`config.mk`:
```
export PLATFORM = sky130hd
export DESIGN_NAME = aux_req_framer
export DESIGN_NICKNAME = d
export VERILOG_FILES = /design/src/rtl/aux_req_framer.sv
export SDC_FILE = /design/constraint.sdc
export NUM_CORES = 1
export LEC_CHECK = 0
export ABC_AREA = 1
export BUFFER_PORTS_ARGS = -buffer_cell sky130_fd_sc_hd__buf_2
export CORE_UTILIZATION = 49
export DETAILED_ROUTE_END_ITERATION = 12
export MAX_ROUTING_LAYER = met4
export PLACE_DENSITY_LB_ADDON = 0.1
export SETUP_SLACK_MARGIN = 0.05
export SYNTH_ARGS = -nofsm -noshare
export SYNTH_HDL_FRONTEND = slang
export SYNTH_SLANG_ARGS = --single-unit
```
`constraint.sdc`:
```
create_clock -name clk -period 2.2 [get_ports clk]
set_input_delay 0.11 -clock clk [delete_from_list [all_inputs] [get_ports clk]]
set_output_delay 0.11 -clock clk [all_outputs]
set_load 0.005 [all_outputs]
```
`src/rtl/aux_req_framer.sv`:
```
module aux_req_framer #(
  parameter int MAX_PAY = 16,
  parameter int LEN_W   = 5
) (
  input  logic                 clk,
  input  logic                 rst_n,
  input  logic                 cmd_valid,
  output logic                 cmd_ready,
  input  logic [1:0]           cmd_kind,
  input  logic [15:0]          cmd_addr,
  input  logic [LEN_W-1:0]     cmd_len,
  input  logic                 cmd_stop,
  input  logic [8*MAX_PAY-1:0] cmd_wdata,
  output logic                 tx_valid,
  input  logic                 tx_ready,
  output logic [7:0]           tx_data,
  input  logic                 rsp_valid,
  input  logic [7:0]           rsp_data,
  input  logic                 rsp_last,
  output logic                 rd_valid,
  output logic [7:0]           rd_data,
  output logic                 done,
  output logic                 done_ok
);

  localparam int IDX_W = $clog2(MAX_PAY + 5);
  localparam logic [1:0] K_NW = 2'd0, K_NR = 2'd1, K_IW = 2'd2, K_IR = 2'd3;

  typedef enum logic [1:0] {S_IDLE, S_SEND, S_WAIT} st_t;

  st_t                  st_q;
  logic [1:0]           kind_q;
  logic [15:0]          addr_q;
  logic [LEN_W-1:0]     len_q;
  logic                 stop_q;
  logic [8*MAX_PAY-1:0] wdata_q;
  logic [IDX_W-1:0]     idx_q;
  logic                 first_q;
  logic                 fail_q;
  logic [LEN_W-1:0]     rcnt_q;

  logic                 accept, reject;
  logic [3:0]           code;
  logic [7:0]           hdr3, pay_byte;
  logic [LEN_W:0]       total;
  logic [LEN_W-1:0]     lm1, bufsz;
  logic [IDX_W-1:0]     nbytes, last_idx, pidx;
  logic [8*MAX_PAY-1:0] pay_sh;
  logic                 beat_fail;

  assign cmd_ready = (st_q == S_IDLE);
  assign tx_valid  = (st_q == S_SEND);
  assign accept    = cmd_valid && cmd_ready;
  assign reject    = !cmd_kind[1] &&
                     (cmd_len == '0 || cmd_len > LEN_W'(MAX_PAY));

  assign total = {1'b0, len_q} + (LEN_W+1)'(4);
  assign lm1   = len_q - LEN_W'(1);
  assign pidx  = idx_q - IDX_W'(4);
  assign pay_sh   = wdata_q >> (8 * pidx);
  assign pay_byte = pay_sh[7:0];

  always_comb begin
    case (kind_q)
      K_NW:    code = 4'h8;
      K_NR:    code = 4'h9;
      K_IW:    code = stop_q ? 4'h0 : 4'h4;
      default: code = stop_q ? 4'h1 : 4'h5;
    endcase
  end

  always_comb begin
    case (kind_q)
      K_NW:    hdr3 = {total[3:0], lm1[3:0]};
      K_NR:    hdr3 = {4'h4, lm1[3:0]};
      K_IW:    hdr3 = 8'h50;
      default: hdr3 = 8'h40;
    endcase
  end

  always_comb begin
    case (kind_q)
      K_NW:    nbytes = IDX_W'(len_q) + IDX_W'(4);
      K_IW:    nbytes = IDX_W'(5);
      default: nbytes = IDX_W'(4);
    endcase
  end
  assign last_idx = nbytes - IDX_W'(1);

  always_comb begin
    case (kind_q)
      K_NR:    bufsz = len_q;
      K_IR:    bufsz = LEN_W'(1);
      default: bufsz = '0;
    endcase
  end

  always_comb begin
    case (idx_q)
      IDX_W'(0): tx_data = addr_q[7:0];
      IDX_W'(1): tx_data = addr_q[15:8];
      IDX_W'(2): tx_data = {code, 4'h0};
      IDX_W'(3): tx_data = hdr3;
      default:   tx_data = pay_byte;
    endcase
  end

  assign beat_fail = first_q ? (rsp_data != 8'h00) : (rcnt_q >= bufsz);

  always_ff @(posedge clk) begin
    if (!rst_n) begin
      st_q    <= S_IDLE;
      kind_q  <= K_NW;
      addr_q  <= '0;
      len_q   <= '0;
      stop_q  <= 1'b0;
      wdata_q <= '0;
      idx_q   <= '0;
      first_q <= 1'b0;
      fail_q  <= 1'b0;
      rcnt_q  <= '0;
      rd_valid <= 1'b0;
      rd_data  <= '0;
      done     <= 1'b0;
      done_ok  <= 1'b0;
    end else begin
      rd_valid <= 1'b0;
      done     <= 1'b0;
      case (st_q)
        S_IDLE: if (accept) begin
          if (reject) begin
            done    <= 1'b1;
            done_ok <= 1'b0;
          end else begin
            kind_q  <= cmd_kind;
            addr_q  <= cmd_addr;
            len_q   <= cmd_len;
            stop_q  <= cmd_stop;
            wdata_q <= cmd_wdata;
            idx_q   <= '0;
            first_q <= 1'b1;
            fail_q  <= 1'b0;
            rcnt_q  <= '0;
            st_q    <= S_SEND;
          end
        end
        S_SEND: if (tx_ready) begin
          if (idx_q == last_idx) st_q <= S_WAIT;
          else                   idx_q <= idx_q + IDX_W'(1);
        end
        S_WAIT: if (rsp_valid) begin
          first_q <= 1'b0;
          if (beat_fail) fail_q <= 1'b1;
          if (!first_q && !beat_fail) begin
            rcnt_q <= rcnt_q + LEN_W'(1);
            if (!fail_q) begin
              rd_valid <= 1'b1;
              rd_data  <= rsp_data;
            end
          end
          if (rsp_last) begin
            done    <= 1'b1;
            done_ok <= !(fail_q || beat_fail);
            st_q    <= S_IDLE;
          end
        end
        default: st_q <= S_IDLE;
      endcase
    end
  end

endmodule

```
After elaboration in Yosys (flattened, before gate mapping)
Cells that the tools add are included.
{ "op_classes": {"addsub": 7, "order_cmp": 2, "n_eq_ne": 19, "shifts": 1, "muxes": 43, "bitwise": 2, "n_reduce_logical": 25} }
{ "ops": {"columns": ["cell", "count"], "rows": [
  ["$shr A128 B8 Y8", 1],
  ["$pmux W5 S2", 4],
  ["$pmux W8 S4", 1],
  ["$mux W5", 6],
  ["$pmux W8 S3", 1],
  ["$reduce_and A5 Y1", 4],
  ["$mux W1", 17],
  ["$mux W2", 6],
  ["$ne A2 B2 Y1 const B", 6],
  ["$pmux W4 S3", 1],
  ["$reduce_and A4 Y1", 3],
  ["$add A5 B1 Y5 const B", 2],
  ["$eq A5 B2 Y1 const B", 2],
  ["$logic_not A5 Y1", 2],
  ["$ne A2 B1 Y1 const B", 4],
  ["$pmux W1 S2", 4],
  ["$reduce_bool A8 Y1", 1],
  ["$eq A2 B2 Y1 const B", 3],
  ["$mux W3", 2],
  ["$pmux W2 S3", 1],
  ["$reduce_and A6 Y1", 1],
  ["$add A5 B3 Y5 const B", 1],
  ["$eq A5 B1 Y1 const B", 1],
  ["$eq A5 B5 Y1", 1],
  ["other kinds (14)", 24]
]} }
{ "word_totals": {"reg_bits": 177, "inputBits": 166, "output_inout_bits": 21} }

Longest topological paths before layout
{ "depth": {"depth_word": 9, "depth_mapped": 18} }

Least setup slack after synthesis
Ideal clock, no wire load.
{ "synth_timing": {"path_kind": "reg2out", "start": "reg idx_q[2]", "end": "out tx_data[3]", "arrival_ns": 1.970, "required_time_ns": 2.090, "setup_slack_ns": 0.120, "path_stages_with_launch": 11, "cell_sequence": "dfxtp_1 > clkbuf_1 > inv_1 > buf_1 > ha_1 > inv_1 > nor2_2 > nand2_1 > nor3_1 > a31oi_1 > nand2_1"} }
{ "synth_via": {"elab_chain_len": 3} }
{ "synth_lines": {"columns": ["element", "line", "text"], "rows": [
  ["from (decl)", "37", "logic [IDX_W-1:0] idx_q;"],
  ["from (signal assigned)", "149", "else idx_q <= idx_q + IDX_W'(1);"],
  ["$sub A5 B3 Y5", "59", "assign pidx = idx_q - IDX_W'(4);"],
  ["$shr A128 B8 Y8", "60", "assign pay_sh = wdata_q >> (8 * pidx);"],
  ["$pmux W8 S4 *", "99", "case (idx_q)"],
  ["to (decl)", "16", "output logic [7:0] tx_data,"]
]} }
Every way passes the cells marked *; elsewhere a longest branch is shown, timed or not.

Worst setup path in the final report
{ "layout_timing": {"start": "reg idx_q[0]", "end": "out tx_data[2]"} }
Same word-level chain as after synthesis.

==> key figures <==
Status
  – Status: finished, violations left
  – Failing checks: setup timing

Timing
  – Slew headroom: 0.658
  – Final setup viols: 1
  – TNS Setup: -30.4 ps
  – Hold Fails Final Rpt: 0
  – Period Utilization, post-route: 1.01
  – Slew Viols, Final: 0
  – Fmax achieved: 448 MHz
  – Worst-margin pin slew: 513 ps
  – Final Worst Setup Slack: -30.4 ps
  – Final Skew: 7.03 ps
  – Min cycle time layout: 2230 ps
  – RSZ-0062 raised after global routing: true

Clock tree
  – CTS root buf: clkbuf_16
  – Skew-Pair Late Insertion Delay: 430 ps
  – Clock Path Buffers: 2
  – CTS tree: yes
  – Worst-path clk slew: 60 ps
  – H-tree depth: 4
  – Clk sink count: 177
  – TritonCTS Buffers: 17

Logic synthesis
  – Avg Inst Size Synth: 6.88 sq um
  – Unique masters post-synth: 36
  – Mux cell area share after synthesis: 0
  – Post-Syn Area: 8410 sq um
  – Synth Area in Adders: 0.0298
  – Yosys warns: 0
  – Synth Instances: 1222
  – Yosys top cell area share: 0.421
  – Main combinational cell family by area after synthesis: simple AND/OR/NAND/NOR gates
  – Top cells by area, synth: dfxtp_1 42%, nor2_1 16%, o21ai_0 14%
  – Synthesized flop and latch total: 177
  – Synth Area in Simple Gates: 0.260
  – Yosys top cell by area: dfxtp_1
  – Seq/Total Area, Yosys: 0.421
  – Syn nets: 1408
  – Compound-Gate Fraction of Synth Area: 0.207
  – Synth Area in XOR/XNOR: 0.00729

GRT
  – Most used routing layer: met2
  – Met2 GRT Util: 0.507
  – Initial antenna violation count: 0
  – Global routing met3 resource utilization: 0.0498
  – Total track usage: 0.312
  – Largest net degree at the start of global routing: 121
  – Met1 usage: 0.395
  – Global route overflow: 0
  – Vias in the first global route: 8772
  – First-pass GRT wire length: 42.4 mm

Power and ir drop
  – VDD IR max: 688 uV
  – Pwr Density: 1000 nW/um^2
  – Logic pwr share: 0.424
  – Sw Ratio: 0.379
  – Net Switching: 0.00474 W
  – Static Leak: 5.43 nW
  – Clock power frac: 0.238
  – Design Power: 0.0125 W
  – Sequential power share: 0.338
  – Int Pwr: 0.00777 W

Floorplanning
  – Full die area: 17700 sq um
  – Die width: 133 um
  – Starting Density: 0.505
  – Core area: 16600 sq um
  – # IOs: 187
  – Die height: 133 um
  – Rows: 47

Route
  – Iteration-0 DRC count of the detailed router: 774
  – WL final: 28.1 mm
  – Detail Route Antenna Nets: 0
  – Drt pass-1 iters: 5
  – DR DRC count: 0
  – Vias post-DR: 9591
  – Per-cell routed wire length: 15.7 um
  – DR vias/cell: 5.35

Setup path
  – FF-to-FF path depth: 17
  – RR Startpoint: kind_q[1]
  – Critical path required time: 2090 ps
  – Critical Path AT: 2120 ps
  – CP Max Fanout: 14
  – Worst setup SP type: flip-flop
  – Type of the worst setup path: flip-flop to output pin
  – CP Capture Type: output pin
  – FF-to-FF End: idx_q[1]
  – Register-to-Register Setup Slack: 40 ps

Final layout
  – Fill count: 1220
  – Final instance area: 12500 sq um
  – Most frequent cells in the layout: 344 x nor2_1, 212 x o21ai_0, 183 x buf_2, 171 x dfxtp_1, 154 x dlygate4sd3_1
  – Synth-to-Final Area Change: 48.6%
  – Most common library cell in the layout ignoring fill and taps: nor2_1
  – Diode count: 0
  – Share of cells above drive strength 1: 0.228
  – Final nets: 1746

Placement
  – IO buf count: 186
  – Routability congestion estimate: 0.897
  – HPWL Detailed: 16.7 mm
  – Placement Cell Area: 9570 sq um

Min path
  – WHS Path Cells: 3
  – Hold Path End: len_q[1]
  – Hold Path Class: primary input to flip-flop
  – Hold wc startpoint: cmd_len[1]

Job
  – Maxcap violations: 0
-- sequential cells by signal, indices dropped and copies added (netlist names), 2 cells and up --
register / cells
addr_q: 16
idx_q: 5
kind_q: 2
len_q: 5
rcnt_q: 5
rd_data: 8
st_q: 2
wdata_q: 128
-- synthesized netlist by cell type --
cell,count
buf_1,3
o21ai_1,1
nand2_2,5
o211ai_1,18
nor3_2,1
nand3b_1,1
inv_1,61
or2_2,2
nor2_1,349
a21oi_2,4
nand3_1,50
o221ai_1,3
dfxtp_1,177
o31ai_1,1
nor3_1,7
clkbuf_1,48
o22ai_1,10
buf_4,7
nor2_2,5
nand4_1,9
o32ai_1,1
xnor2_1,1
o21ai_2,2
nor4_1,5
nand2_1,107
a21oi_1,55
o21ai_0,228
a311oi_1,1
a21o_1,1
ha_1,20
xor2_1,6
nand4_2,1
a211oi_1,1
buf_2,26
a31oi_1,1
inv_2,4
-- how the worst max path moves through the flow --
| stage | start | to | slack, ps |
|---|---|---|---|
| 3_5_place_dp | kind_q[1] | idx_q[1] | -20 |
| 4_1_cts | idx_q[1] | tx_data[7] | 40 |
| 6_report | idx_q[0] | tx_data[2] | -30 |
| 2_1_floorplan | idx_q[2] | tx_data[3] | 120 |
| 5_1_grt | idx_q[0] | tx_data[3] | -100 |
| 3_3_place_gp | kind_q[0] | idx_q[1] | 80 |
-- stage by stage --
step	setup WS [ps]	hold slack, ps	instances	utilization
2_1_floorplan	120	251	1222	-
3_3_place_gp	84.2	359	1576	0.575
3_5_place_dp	-23.2	365	1576	0.575
4_1_cts	39.5	3.43	1767	0.715
5_1_grt	-102	11.1	1793	0.751
6_report	-30.4	0.0729	1793	0.751
-- critical path: stages, from the launching register on --
cell and delay [ps]:
dfxtp_4 420, clkinv_8 100, bufbuf_16 290, o21ai_1 110
o22ai_1 80, o21ai_1 210, nand2_1 160, nand3_4 120
nand2_2 50, buf_2 120
-- per-layer routing --
| metal | part of all wire | wire length (um) | up-vias |
|---|---|---|---|
| li1 | - | - | 4702 |
| met1 | 0.43 | 12100 | 4454 |
| met2 | 0.48 | 13600 | 378 |
| met3 | 0.060 | 1700 | 57 |
| met4 | 0.024 | 671 | 0 |
| met5 | 0 | 0 | - |
-- timing repair --
action / in CTS / in global routing
endpoints found under the hold margin: 154 / 0
setup endpoints to repair: 14 / 29
buffers inserted: 4 / 22
gates resized for setup: 44 / 88
pin swaps: 4 / 35
hold buffers: 154 / 0
cloned: 1 / 5
-- power groups by stage --
stage,combinational (W),clock (W),sequential (W)
floorplan,0.00285,0,0.00414
global placement,0.00397,0,0.00423
detailed placement,0.00403,0,0.00425
CTS,0.00453,0.00299,0.00420
global route,0.00580,0.00314,0.00430
finish,0.00531,0.00298,0.00423
-- logic make-up (layout without fill, tap and decap cells) --
logic type                 after synthesis  after routing
DFF                                    177            177
adders and majority gates               20             20
AOI/OAI and AO/OA                      327            327
and+or+nand+nor                        542            542
xor gates and xnor gates                 7              7
buffers and inverters                  149            500
-- layout make-up --
type / count / area (sq um) / area share
clock inverter: 12 / 123 / 0.00981
multi-input combinational: 896 / 4570 / 0.365
sequential: 177 / 3560 / 0.285
tap: 220 / 275 / 0.0220
clock buffer: 20 / 457 / 0.0365
inverter: 65 / 269 / 0.0215
timing repair buffer: 403 / 3240 / 0.260
No activity file was read; power rests on OpenSTA's default activity.
